==> config.mk <==
export PLATFORM = sky130hd
export DESIGN_NAME = irq_dma_router
export DESIGN_NICKNAME = d
export VERILOG_FILES = /design/src/rtl/irq_router_pkg.sv /design/src/rtl/irq_req_bank.sv /design/src/rtl/irq_mask_reg.sv /design/src/rtl/irq_route_out.sv /design/src/rtl/irq_dma_router.sv
export SDC_FILE = /design/constraint.sdc
export NUM_CORES = 1
export LEC_CHECK = 0
export BUFFER_PORTS_ARGS = -buffer_cell sky130_fd_sc_hd__buf_2
export CORE_MARGIN = 2
export CORE_UTILIZATION = 39
export DETAILED_ROUTE_END_ITERATION = 10
export PLACE_DENSITY_LB_ADDON = 0.12
export SETUP_SLACK_MARGIN = 0.4
export SLEW_MARGIN = 5
export SYNTH_ARGS = -nofsm -noshare
export SYNTH_HDL_FRONTEND = slang
export SYNTH_SLANG_ARGS = --single-unit
==> constraint.sdc <==
create_clock -name clk -period 1.35 [get_ports clk]
set_input_delay 0.3375 -clock clk [delete_from_list [all_inputs] [get_ports clk]]
set_output_delay 0.3375 -clock clk [all_outputs]
set_load 0.05 [all_outputs]
==> src/rtl/irq_router_pkg.sv <==
package irq_router_pkg;
   localparam int unsigned SRC_COUNT   = 13;
   localparam int unsigned BUS_WIDTH   = 32;
   // request bit positions decoded by the peripheral and by this router
   localparam int unsigned BIT_XFER_DONE = 0;
   localparam int unsigned BIT_PROG_DONE = 1;
   localparam int unsigned BIT_CMD_END   = 2;
   localparam int unsigned BIT_STOP_END  = 3;
   localparam int unsigned BIT_CLK_OFF   = 4;
   localparam int unsigned BIT_RX_SVC    = 5;
   localparam int unsigned BIT_TX_SVC    = 6;
   localparam int unsigned BIT_TIMEOUT   = 7;
   localparam int unsigned BIT_DATA_ERR  = 8;
   localparam int unsigned BIT_RESP_ERR  = 9;
   localparam int unsigned BIT_RD_STALL  = 10;
   localparam int unsigned BIT_CARD_INT  = 11;
   localparam int unsigned BIT_CARD_ACK  = 12;
endpackage

==> src/rtl/irq_req_bank.sv <==
module irq_req_bank #(
   parameter int unsigned NUM_SRC  = irq_router_pkg::SRC_COUNT,
   parameter int unsigned CLK_BIT  = irq_router_pkg::BIT_CLK_OFF
) (
   input  logic               clk,
   input  logic               rst_n,
   input  logic [NUM_SRC-1:0] set_i,
   input  logic [NUM_SRC-1:0] clr_i,
   input  logic               clk_run_i,
   input  logic               clk_halt_i,
   output logic [NUM_SRC-1:0] req_q
);
   if (CLK_BIT >= NUM_SRC) begin : g_bad_clk_bit
      $error("irq_req_bank: CLK_BIT outside request vector");
   end

   for (genvar b = 0; b < NUM_SRC; b++) begin : g_bit
      logic set_eff;
      logic clr_eff;
      if (b == CLK_BIT) begin : g_clk
         // halt command raises clock-off, run command drops it
         assign set_eff = set_i[b] | clk_halt_i;
         assign clr_eff = clr_i[b] | clk_run_i;
      end else begin : g_plain
         assign set_eff = set_i[b];
         assign clr_eff = clr_i[b];
      end

      always_ff @(posedge clk or negedge rst_n) begin
         if (!rst_n)       req_q[b] <= 1'b0;
         else if (set_eff) req_q[b] <= 1'b1;   // set has priority
         else if (clr_eff) req_q[b] <= 1'b0;
      end
   end
endmodule

==> src/rtl/irq_mask_reg.sv <==
module irq_mask_reg #(
   parameter int unsigned NUM_SRC = irq_router_pkg::SRC_COUNT,
   parameter int unsigned DATA_W  = irq_router_pkg::BUS_WIDTH
) (
   input  logic               clk,
   input  logic               rst_n,
   input  logic               wr_en_i,
   input  logic [DATA_W-1:0]  wdata_i,
   input  logic               dma_mode_i,
   output logic [NUM_SRC-1:0] mask_q,
   output logic               dma_mode_q,
   output logic [DATA_W-1:0]  rdata_o
);
   localparam int unsigned PAD_W = DATA_W - NUM_SRC;

   if (DATA_W <= NUM_SRC) begin : g_bad_width
      $error("irq_mask_reg: bus must be wider than the mask");
   end

   always_ff @(posedge clk or negedge rst_n) begin
      if (!rst_n) begin
         mask_q     <= '0;
         dma_mode_q <= 1'b0;
      end else begin
         if (wr_en_i) mask_q <= wdata_i[NUM_SRC-1:0];
         dma_mode_q <= dma_mode_i;
      end
   end

   assign rdata_o = {{PAD_W{1'b0}}, mask_q};
endmodule

==> src/rtl/irq_route_out.sv <==
module irq_route_out #(
   parameter int unsigned NUM_SRC = irq_router_pkg::SRC_COUNT,
   parameter int unsigned RX_BIT  = irq_router_pkg::BIT_RX_SVC,
   parameter int unsigned TX_BIT  = irq_router_pkg::BIT_TX_SVC
) (
   input  logic               clk,
   input  logic               rst_n,
   input  logic [NUM_SRC-1:0] req_i,
   input  logic [NUM_SRC-1:0] mask_i,
   input  logic               dma_mode_i,
   output logic               irq_q,
   output logic               rx_q,
   output logic               tx_q
);
   localparam logic [NUM_SRC-1:0] FIFO_BITS =
      (NUM_SRC'(1) << RX_BIT) | (NUM_SRC'(1) << TX_BIT);

   if (RX_BIT >= NUM_SRC || TX_BIT >= NUM_SRC || RX_BIT == TX_BIT) begin : g_bad_fifo
      $error("irq_route_out: FIFO request bits invalid");
   end

   logic [NUM_SRC-1:0] eff_mask;
   logic [NUM_SRC-1:0] live;

   always_comb begin
      eff_mask = mask_i | (dma_mode_i ? FIFO_BITS : '0);
      live     = req_i & ~eff_mask;
   end

   always_ff @(posedge clk or negedge rst_n) begin
      if (!rst_n) begin
         irq_q <= 1'b0;
         rx_q  <= 1'b0;
         tx_q  <= 1'b0;
      end else begin
         irq_q <= |live;
         rx_q  <= dma_mode_i & req_i[RX_BIT];
         tx_q  <= dma_mode_i & req_i[TX_BIT];
      end
   end
endmodule

==> src/rtl/irq_dma_router.sv <==
module irq_dma_router #(
   parameter int unsigned NUM_SRC = irq_router_pkg::SRC_COUNT,
   parameter int unsigned DATA_W  = irq_router_pkg::BUS_WIDTH,
   parameter int unsigned CLK_BIT = irq_router_pkg::BIT_CLK_OFF,
   parameter int unsigned RX_BIT  = irq_router_pkg::BIT_RX_SVC,
   parameter int unsigned TX_BIT  = irq_router_pkg::BIT_TX_SVC
) (
   input  logic               clk,
   input  logic               rst_n,
   input  logic [NUM_SRC-1:0] src_set,
   input  logic [NUM_SRC-1:0] src_clr,
   input  logic               clk_run_req,
   input  logic               clk_halt_req,
   input  logic               mask_wr_en,
   input  logic [DATA_W-1:0]  mask_wdata,
   input  logic               dma_mode,
   output logic [DATA_W-1:0]  mask_rdata,
   output logic               irq_o,
   output logic               dma_rx_req,
   output logic               dma_tx_req
);
   logic [NUM_SRC-1:0] req_q;
   logic [NUM_SRC-1:0] mask_q;
   logic               dma_mode_q;

   irq_req_bank #(.NUM_SRC(NUM_SRC), .CLK_BIT(CLK_BIT)) u_req (
      .clk(clk), .rst_n(rst_n), .set_i(src_set), .clr_i(src_clr),
      .clk_run_i(clk_run_req), .clk_halt_i(clk_halt_req), .req_q(req_q)
   );

   irq_mask_reg #(.NUM_SRC(NUM_SRC), .DATA_W(DATA_W)) u_mask (
      .clk(clk), .rst_n(rst_n), .wr_en_i(mask_wr_en), .wdata_i(mask_wdata),
      .dma_mode_i(dma_mode), .mask_q(mask_q), .dma_mode_q(dma_mode_q),
      .rdata_o(mask_rdata)
   );

   irq_route_out #(.NUM_SRC(NUM_SRC), .RX_BIT(RX_BIT), .TX_BIT(TX_BIT)) u_out (
      .clk(clk), .rst_n(rst_n), .req_i(req_q), .mask_i(mask_q),
      .dma_mode_i(dma_mode_q), .irq_q(irq_o), .rx_q(dma_rx_req), .tx_q(dma_tx_req)
   );
endmodule

==> results of run 1 <==
-- final timing paths --
kind | start | endpoint | cells after the start | slack [ns]
min in group clk | dma_mode | u_mask.dma_mode_q | 1 | 0.13
worst min register to register | u_req.req_q[9] | u_req.req_q[9] | 1 | 0.48
worst max register to register | u_mask.mask_q[8] | u_out.irq_q | 3 | 0.11
worst min-delay path | rst_n | u_out.tx_q | 1 | -0.09
worst max-delay path | u_mask.mask_q[1] | mask_rdata[1] | 1 | 0.11
max in group asynchronous | rst_n | u_mask.mask_q[9] | 2 | 0.91
-- cell families (layout without fill, tap and decap cells) --
logic type,after synthesis,count (layout),share of synthesized area
flops,30,30,0.5758
buf+inv,32,83,0.1478
mux,13,13,0.1123
other cells,1,19,0.002876
compound gates,17,17,0.09981
simple gates,13,13,0.06142
-- Yosys cell counts --
cell,number
a211o_1,1
a21o_1,8
a21oi_1,1
and2_1,2
buf_2,1
buf_4,19
conb_1,1
dfrtp_1,30
inv_1,12
mux2_1,12
mux2_2,1
nand2b_1,9
nor2_1,1
o2111ai_1,2
o21bai_1,4
o221ai_1,1
or4_1,1
-- flip-flops by register name (all words and copies together), names as in the netlist --
signal	count
u_mask.mask_q	13
u_out.tx_q	1
u_req.req_q	13
u_out.irq_q	1
u_out.rx_q	1
u_mask.dma_mode_q	1
-- final cells by class --
class	instances	area share
well taps	44	0.03049
clock buffers	7	0.03049
flip-flops and latches	30	0.4241
multi-input cells	62	0.2509
clock inverters	1	0.002772
repair buffers	63	0.2363
inverters	12	0.02495
-- metal layers --
layer  routed length, um  vias up  GRT usage  share of wire
met5                   0        -          0              0
met4                  29        0    0.08207          0.012
met3                 195        4    0.04348          0.084
met2                1163       50     0.2376           0.50
met1                 945      414     0.1582           0.41
li1                    -      449          -              -
-- report_power, final --
group,switching (mW),internal (mW),leakage (nW)
combinational,0.370,0.212,0.585
sequential,0.0520,0.975,0.324
clock,0.281,0.252,0.0353
total,0.703,1.44,0.945
-- what timing repair did --
action,CTS,global route
buffers inserted,2,0
endpoints found under the setup margin,17,19
resized for setup,32,4
cloned,0,0
hold endpoints to repair,14,14
-- through the flow --
step                total power, mW  hold slack, ns  utilization  area, um2  instances
finish                        2.143        -0.09470       0.5772       1805        219
global route                  2.269        -0.08808       0.5772       1805        219
CTS                           2.166         -0.1033       0.5704       1784        219
detailed placement            1.549          0.2488       0.5144       1609        209
global placement              1.540          0.2504       0.5144       1609        209
floorplan                     1.440         0.04191            -       1396        124
==> metrics, run 1 <==
Root Driver clkbuf_4; CP endpoint kind output pin; Post-DRT Antenna Nets 0; commonest non-fill, non-tap cell in the layout buf_2; area leader, netlist dfrtp_1; max cap viols 0; Synth top area share 0.5758; syn_area_per_cell between 10 and 15 um2; DR iter-0 viols 8; crit path DAT between 0.9 and 1 ns; pin count of the biggest net entering global routing 17; H-tree level count 2; TritonCTS clock tree built; Residual DRC 0; Pwr per Cell Area 1187 nW/um2; Via density approximately 4.2; Final Critical Period 1.244 ns; startpoint types flop; worst hold path type in2async; CP max-delay cell dfrtp_2; synthesized area between 1000 and 1500 um2; n_diodes 0; clock buffer depth 2; Gate Count Post-Synth between 100 and 150; clock skew roughly 0.0043 ns; Num CTS Buffers 5; Routed WL 2.333 mm; drt first pass iters 4; final hold viol count 14; Die Area 3822 um2; vias in the first global route 911; outcome finished, violations left; Worst Setup Slack, final 0.1057 ns; crit path buf inv count 1; Initial Util 0.4168; hpwl dp 1.866 mm; initial antenna violation count 0; layout cells sized above 1 0.4971; kind of critical path reg2out; Tcrit/Tclk final 0.9217; P_leak 0.9447 nW; P&R area growth vs syn 38.48%; CP max FO 3; Overflow after GRT 0; Sink Count 30; Place WS 0.1281 ns; CP delay by family, top flip-flops; Pins Over Slew Limit 0; Clock transition at path regs 0.09 ns; row cnt 20; CP cell instances buf_6; I/O Pins 99; count of different cell masters after synthesis 17; ranking of synthesized cells by area dfrtp_1 (58%), buf_4 (11%), mux2_1 (10%), a21o_1 (4.6%), nand2b_1 (4.3%); die height roughly 60 um; violated checks hold timing; fillcell total between 200 and 300; flop and latch count out of synthesis 30; commonest non-fill, non-tap cells in the layout buf_2 (44), conb_1 (19), dfrtp_1 (18), buf_6 (17); Max Clk Rate 803.7 MHz; first-pass GRT wire length 3.760 mm; RSZ-0062 raised after global routing true; register area 765.7 um2; peak supply drop roughly 660 uV; footprint of the multi-input gates 452.9 um2; hold_ws -0.09470 ns; WL per Instance 10.65 um; Worst path max stage delay around 0.44 ns; GRT Total Usage 0.1414; Core ar. 3128 um2; Placer Congestion 0.7000; setup TNS 0 ns; Clk Latency, worst-skew pair 0.31 ns; via count 917; sequential area share after synthesis 0.5758; synth warn 0; Worst Path Required 1.01 ns; port buffer count 60; nets about 240; width of the die 61.82 um; final setup violation count 0
Note: power is estimated with default switching activity, not from simulation.
==> run 2: changes to the inputs <==
Settings changed: PLACE_DENSITY from default to 0.86, PLACE_DENSITY_LB_ADDON 0.12 to default.
Clock period 1.35 ns to 1.4 ns, I/O delays scaled along.
==> run 2 against run 1 <==
  * The run now ends clean
  * Worst hold slack better by 0.24 ns
  * Clock-buffer cell count grew 1
  * Routed wire length grew 8.0%
  * First-iteration DRC count shrank 13%
  * Clock power fell by 12%
  * Register-to-register slack better by 0.03 ns
  * Critical path type unchanged
  * Critical endpoint is now mask_rdata[4]
==> metrics, run 2 (synthesis results as in run 1) <==
outcome finished clean; Initial Util 0.4168; TritonCTS clock tree built; crit path buf inv count 1; Critical path origin u_mask.mask_q[4]; setup TNS 0 ns; Max Clk Rate 793.6 MHz; Clk Latency, worst-skew pair approximately 0.32 ns; dpl cells 209; commonest non-fill, non-tap cells in the layout buf_2 (44), conb_1 (19), dfrtp_1 (18), buf_6 (16); Final Critical Period between 1 and 1.5 ns; CP endpoint kind output pin; hold_ws 0.1435 ns; final hold viol count 0; CP delay by family, top flip-flops; clock buffer depth 2; initial antenna violation count 0; CP max-delay cell dfrtp_2; P&R area growth vs syn 38.77%; nets between 200 and 250; worst reg2reg startpoint u_mask.mask_q[4]; commonest non-fill, non-tap cell in the layout buf_2; via count 933; row cnt 20; Final Non-Filler Cells 220; Worst Path Required 1.05 ns; CP cell instances buf_6; P_leak 0.9393 nW; DR iter-0 viols 7; CP max FO 3; Tcrit/Tclk final 0.9000; hpwl dp between 1.5 and 2 mm; layout cells sized above 1 0.4773; Residual DRC 0; first-pass GRT wire length 4.174 mm; Placer Congestion approximately 0.7; final setup violation count 0; Root Driver clkbuf_4; Clock transition at path regs around 0.090 ns; Core ar. 3128 um2; n_diodes 0; final instance area 1809 um2; peak supply drop ~670 uV; Worst path max stage delay 0.43 ns; max cap viols 0; drt first pass iters 3; pin count of the biggest net entering global routing 17; Post-DRT Antenna Nets 0; port buffer count 60; worst hold path type in2reg; kind of critical path reg2out; RSZ-0062 raised after global routing true; die height 61.82 um; width of the die 61.82 um; Sink Count 30; largest registers u_mask.mask_q x13, u_req.req_q x13; Via density 4.241; Num CTS Buffers 5; I/O Pins 99; Post-Place Cell Area 1622 um2; min-delay src dma_mode; vias in the first global route roughly 990; H-tree level count 2; Routed WL ~2.5 mm; GRT Total Usage 0.1591; crit path DAT 0.91 ns; Die Area 3822 um2; WL per Instance 11.45 um; Overflow after GRT 0; Pins Over Slew Limit 0; Pwr per Cell Area 1120 nW/um2; clock skew 0.01020 ns; startpoint types flop
[run 2: routing by layer]
metal | up-vias | wire length [um] | GRT usage
met5 | - | 0 | 0
met2 | 50 | 1330 | 0.2857
met1 | 433 | 940 | 0.1687
li1 | 447 | - | -
met3 | 3 | 211 | 0.05176
met4 | 0 | 36 | 0.07295
[run 2: power breakdown]
group | switching (mW) | internal [mW] | total [mW]
Combinational | 0.361 | 0.206 | 0.567
Sequential | 0.0503 | 0.941 | 0.991
Clock | 0.268 | 0.200 | 0.468
Total | 0.679 | 1.35 | 2.03
[run 2: worst paths after layout]
kind	cells past startpoint	slack, ns	end
max	1	0.14	mask_rdata[4]
min	1	0.14	u_mask.dma_mode_q
max reg2reg	3	0.14	u_out.irq_q
min reg2reg	1	0.48	u_req.req_q[9]
max in group asynchronous	3	0.52	u_mask.mask_q[5]
min in group asynchronous	2	0.48	u_req.req_q[9]
[run 2: final cells by class]
| cell class | count | area [um2] |
|---|---|---|
| Fill cell | 288 | 1319 |
| Sequential cell | 30 | 765.7 |
| Multi-Input combinational cell | 62 | 449.2 |
| Timing Repair Buffer | 64 | 445.4 |
| Tap cell | 44 | 55.05 |
| Clock buffer | 8 | 48.80 |
| Inverter | 12 | 45.04 |
[run 2: through the flow]
step / setup slack, ns / util / power (mW)
after global routing: 0.08707 / 0.5784 / 2.139
after global placement: 0.1665 / 0.5184 / 1.489
after CTS: 0.1230 / 0.5784 / 2.056
final: 0.1400 / 0.5784 / 2.026
after detailed placement: 0.1549 / 0.5184 / 1.499
after floorplan: 0.03917 / - / 1.388
[run 2: timing repair]
action,CTS,global route
hold buffers,1,0
buffers inserted,2,0
endpoints found under the setup margin,17,17
gates resized for setup,34,0
hold endpoints to repair,14,0
gates cloned,0,0
==> run 3: changes to the inputs <==
Settings changed: CORE_UTILIZATION 39 to 35, PLACE_DENSITY 0.86 to 0.82, RECOVER_POWER from default to 100.
Clock period 1.4 ns to 1.03 ns, I/O delays scaled along.
==> run 3 against run 2 <==
  * The flow now finishes with violations (setup timing)
  * Utilization increased by 3.9 points
  * Global-route usage decreased by 1.4 points
  * Routed wire length increased by 16%
  * Sequential power increased by 35%
  * Cell area increased by 24%
  * Register-to-register slack got worse by 0.34 ns
  * Cell count increased by 15%
  * Worst setup slack got worse by 0.34 ns
  * Worst hold slack got worse by 0.054 ns
  * Critical path depth increased by 2
  * Largest cell class unchanged
  * Largest power group unchanged
==> metrics, run 3 (synthesis results as in run 1) <==
outcome finished, violations left; violated checks setup timing; largest registers u_mask.mask_q x13, u_req.req_q x13; Sink Count 30; Tcrit/Tclk final 1.199; max cap viols 0; width of the die ~65 um; pin count of the biggest net entering global routing 31; Clk Latency, worst-skew pair 0.27 ns; Final Critical Period 1.235 ns; Post-Place Cell Area 1829 um2; nets 267; drt first pass iters 3; H-tree level count 2; min-delay src dma_mode; layout cells sized above 1 0.6422; crit path buf inv count 0; row cnt 22; total power 3.379 mW; commonest non-fill, non-tap cell in the layout buf_2; Worst Path Required approximately 1.2 ns; GRT Total Usage 0.1449; I/O Pins 99; global route hottest layer met2; Via density 4.087; Pins Over Slew Limit 0; kind of critical path reg2reg; hpwl dp between 1.5 and 2 mm; worst hold path type in2reg; Post-DRT Antenna Nets 0; Max Clk Rate 809.8 MHz; fillcell total between 200 and 300; Core ar. 3633 um2; GR Util met3 0.06076; die height around 65 um; Overflow after GRT 0; met2 Resource Use GR 0.2616; commonest non-fill, non-tap cells in the layout buf_2 (44), buf_6 (30), conb_1 (19), dfrtp_1 (16), dfrtp_2 (14); hold_ws 0.08951 ns; initial antenna violation count 0; worst reg2reg startpoint u_req.req_q[2]; first-pass GRT wire length approximately 4.5 mm; CP delay by family, top simple AND/OR/NAND/NOR gates; peak supply drop 893.9 uV; CP max FO 2; Routed WL 2.931 mm; RSZ-0062 raised after global routing true; Pwr per Cell Area 1507 nW/um2; WL per Instance 11.63 um; Place WS -0.2137 ns; Root Driver clkbuf_8; P&R area growth vs syn 71.98%; Residual DRC 0; slew at the pin closest to its max-slew limit 0.7256 ns; Clock transition at path regs 0.06 ns; CP max-delay cell or4_1; startpoint types flop; clock skew 0.003042 ns; final hold viol count 0; crit path DAT 1.38 ns; final setup violation count 19; Worst path max stage delay ~0.5 ns; Worst Setup Slack, final -0.2048 ns; CP cell instances nand2b_4 > o2111ai_2 > or4_1; met1 Usage GRT 0.1514; via count about 1000; final instance area ~2200 um2; R2R setup slack -0.20 ns; relative max-transition margin 0.5162; Initial Util 0.3588; CP endpoint kind flop; port buffer count 60; clock buffer depth 2; DR iter-0 viols 40; vias in the first global route 1043; Num CTS Buffers 5; n_diodes 0; TritonCTS clock tree built; Die Area 4229 um2; P_leak 1.186 nW; setup TNS -2.430 ns; Critical path origin u_req.req_q[2]; Placer Congestion approximately 0.66
==> run 3: cell count changes in the layout (fill, tap and decap cells not counted), sizes merged <==
cell and delta:
buf +27, clkbuf +1, clkinv +1, dlygate4sd3 -1
==> run 3: per-layer routing <==
metal / share of wire / vias up / wire length [um]
met5: 0 / - / 0
met4: 0.0044 / 0 / 13
met3: 0.079 / 2 / 232
met2: 0.54 / 51 / 1589
met1: 0.37 / 477 / 1095
li1: - / 500 / -
==> run 3: through the flow <==
stage | instances | utilization
after floorplan | 124 | -
after global placement | 234 | 0.5034
after detailed placement | 234 | 0.5034
after CTS | 245 | 0.5930
after global routing | 252 | 0.6171
final | 252 | 0.6171
==> run 3: final cells by class <==
class	instances	area [um2]	area share
sequential	30	768.2	0.3426
timing repair buffer	92	767.0	0.3421
multi-input combinational	62	510.5	0.2277
clock buffer	7	86.33	0.03850
tap	48	60.06	0.02679
inverter	12	45.04	0.02009
clock inverter	1	5.005	0.002232
==> run 3: path summary, 6_finish.rpt <==
check / endpoint / depth (start not counted)
worst max-delay path: u_out.irq_q / 3
worst min-delay path: u_mask.dma_mode_q / 1
worst max register to register: u_out.irq_q / 3
worst min register to register: u_req.req_q[10] / 1
max in group asynchronous: u_mask.mask_q[8] / 2
min in group asynchronous: u_req.req_q[5] / 2
==> run 3: power by group <==
part,switching [mW],leakage (nW),internal [mW]
Combinational,0.568,0.815,0.517
Clock,0.415,0.0482,0.538
Sequential,0.0587,0.322,1.28
Total,1.04,1.19,2.34
==> run 3: worst reg2reg max path, cell delays in order, from the launching register on <==
cell and delay [ns]:
dfrtp_1 0.41, nand2b_4 0.08, o2111ai_2 0.12, or4_1 0.50
==> run 3: repair_timing <==
item | in CTS | in global routing
endpoints found under the hold margin | 30 | 30
endpoints found under the setup margin | 44 | 45
gates resized for setup | 63 | 15
setup buffers | 3 | 7
pin swaps | 3 | 2
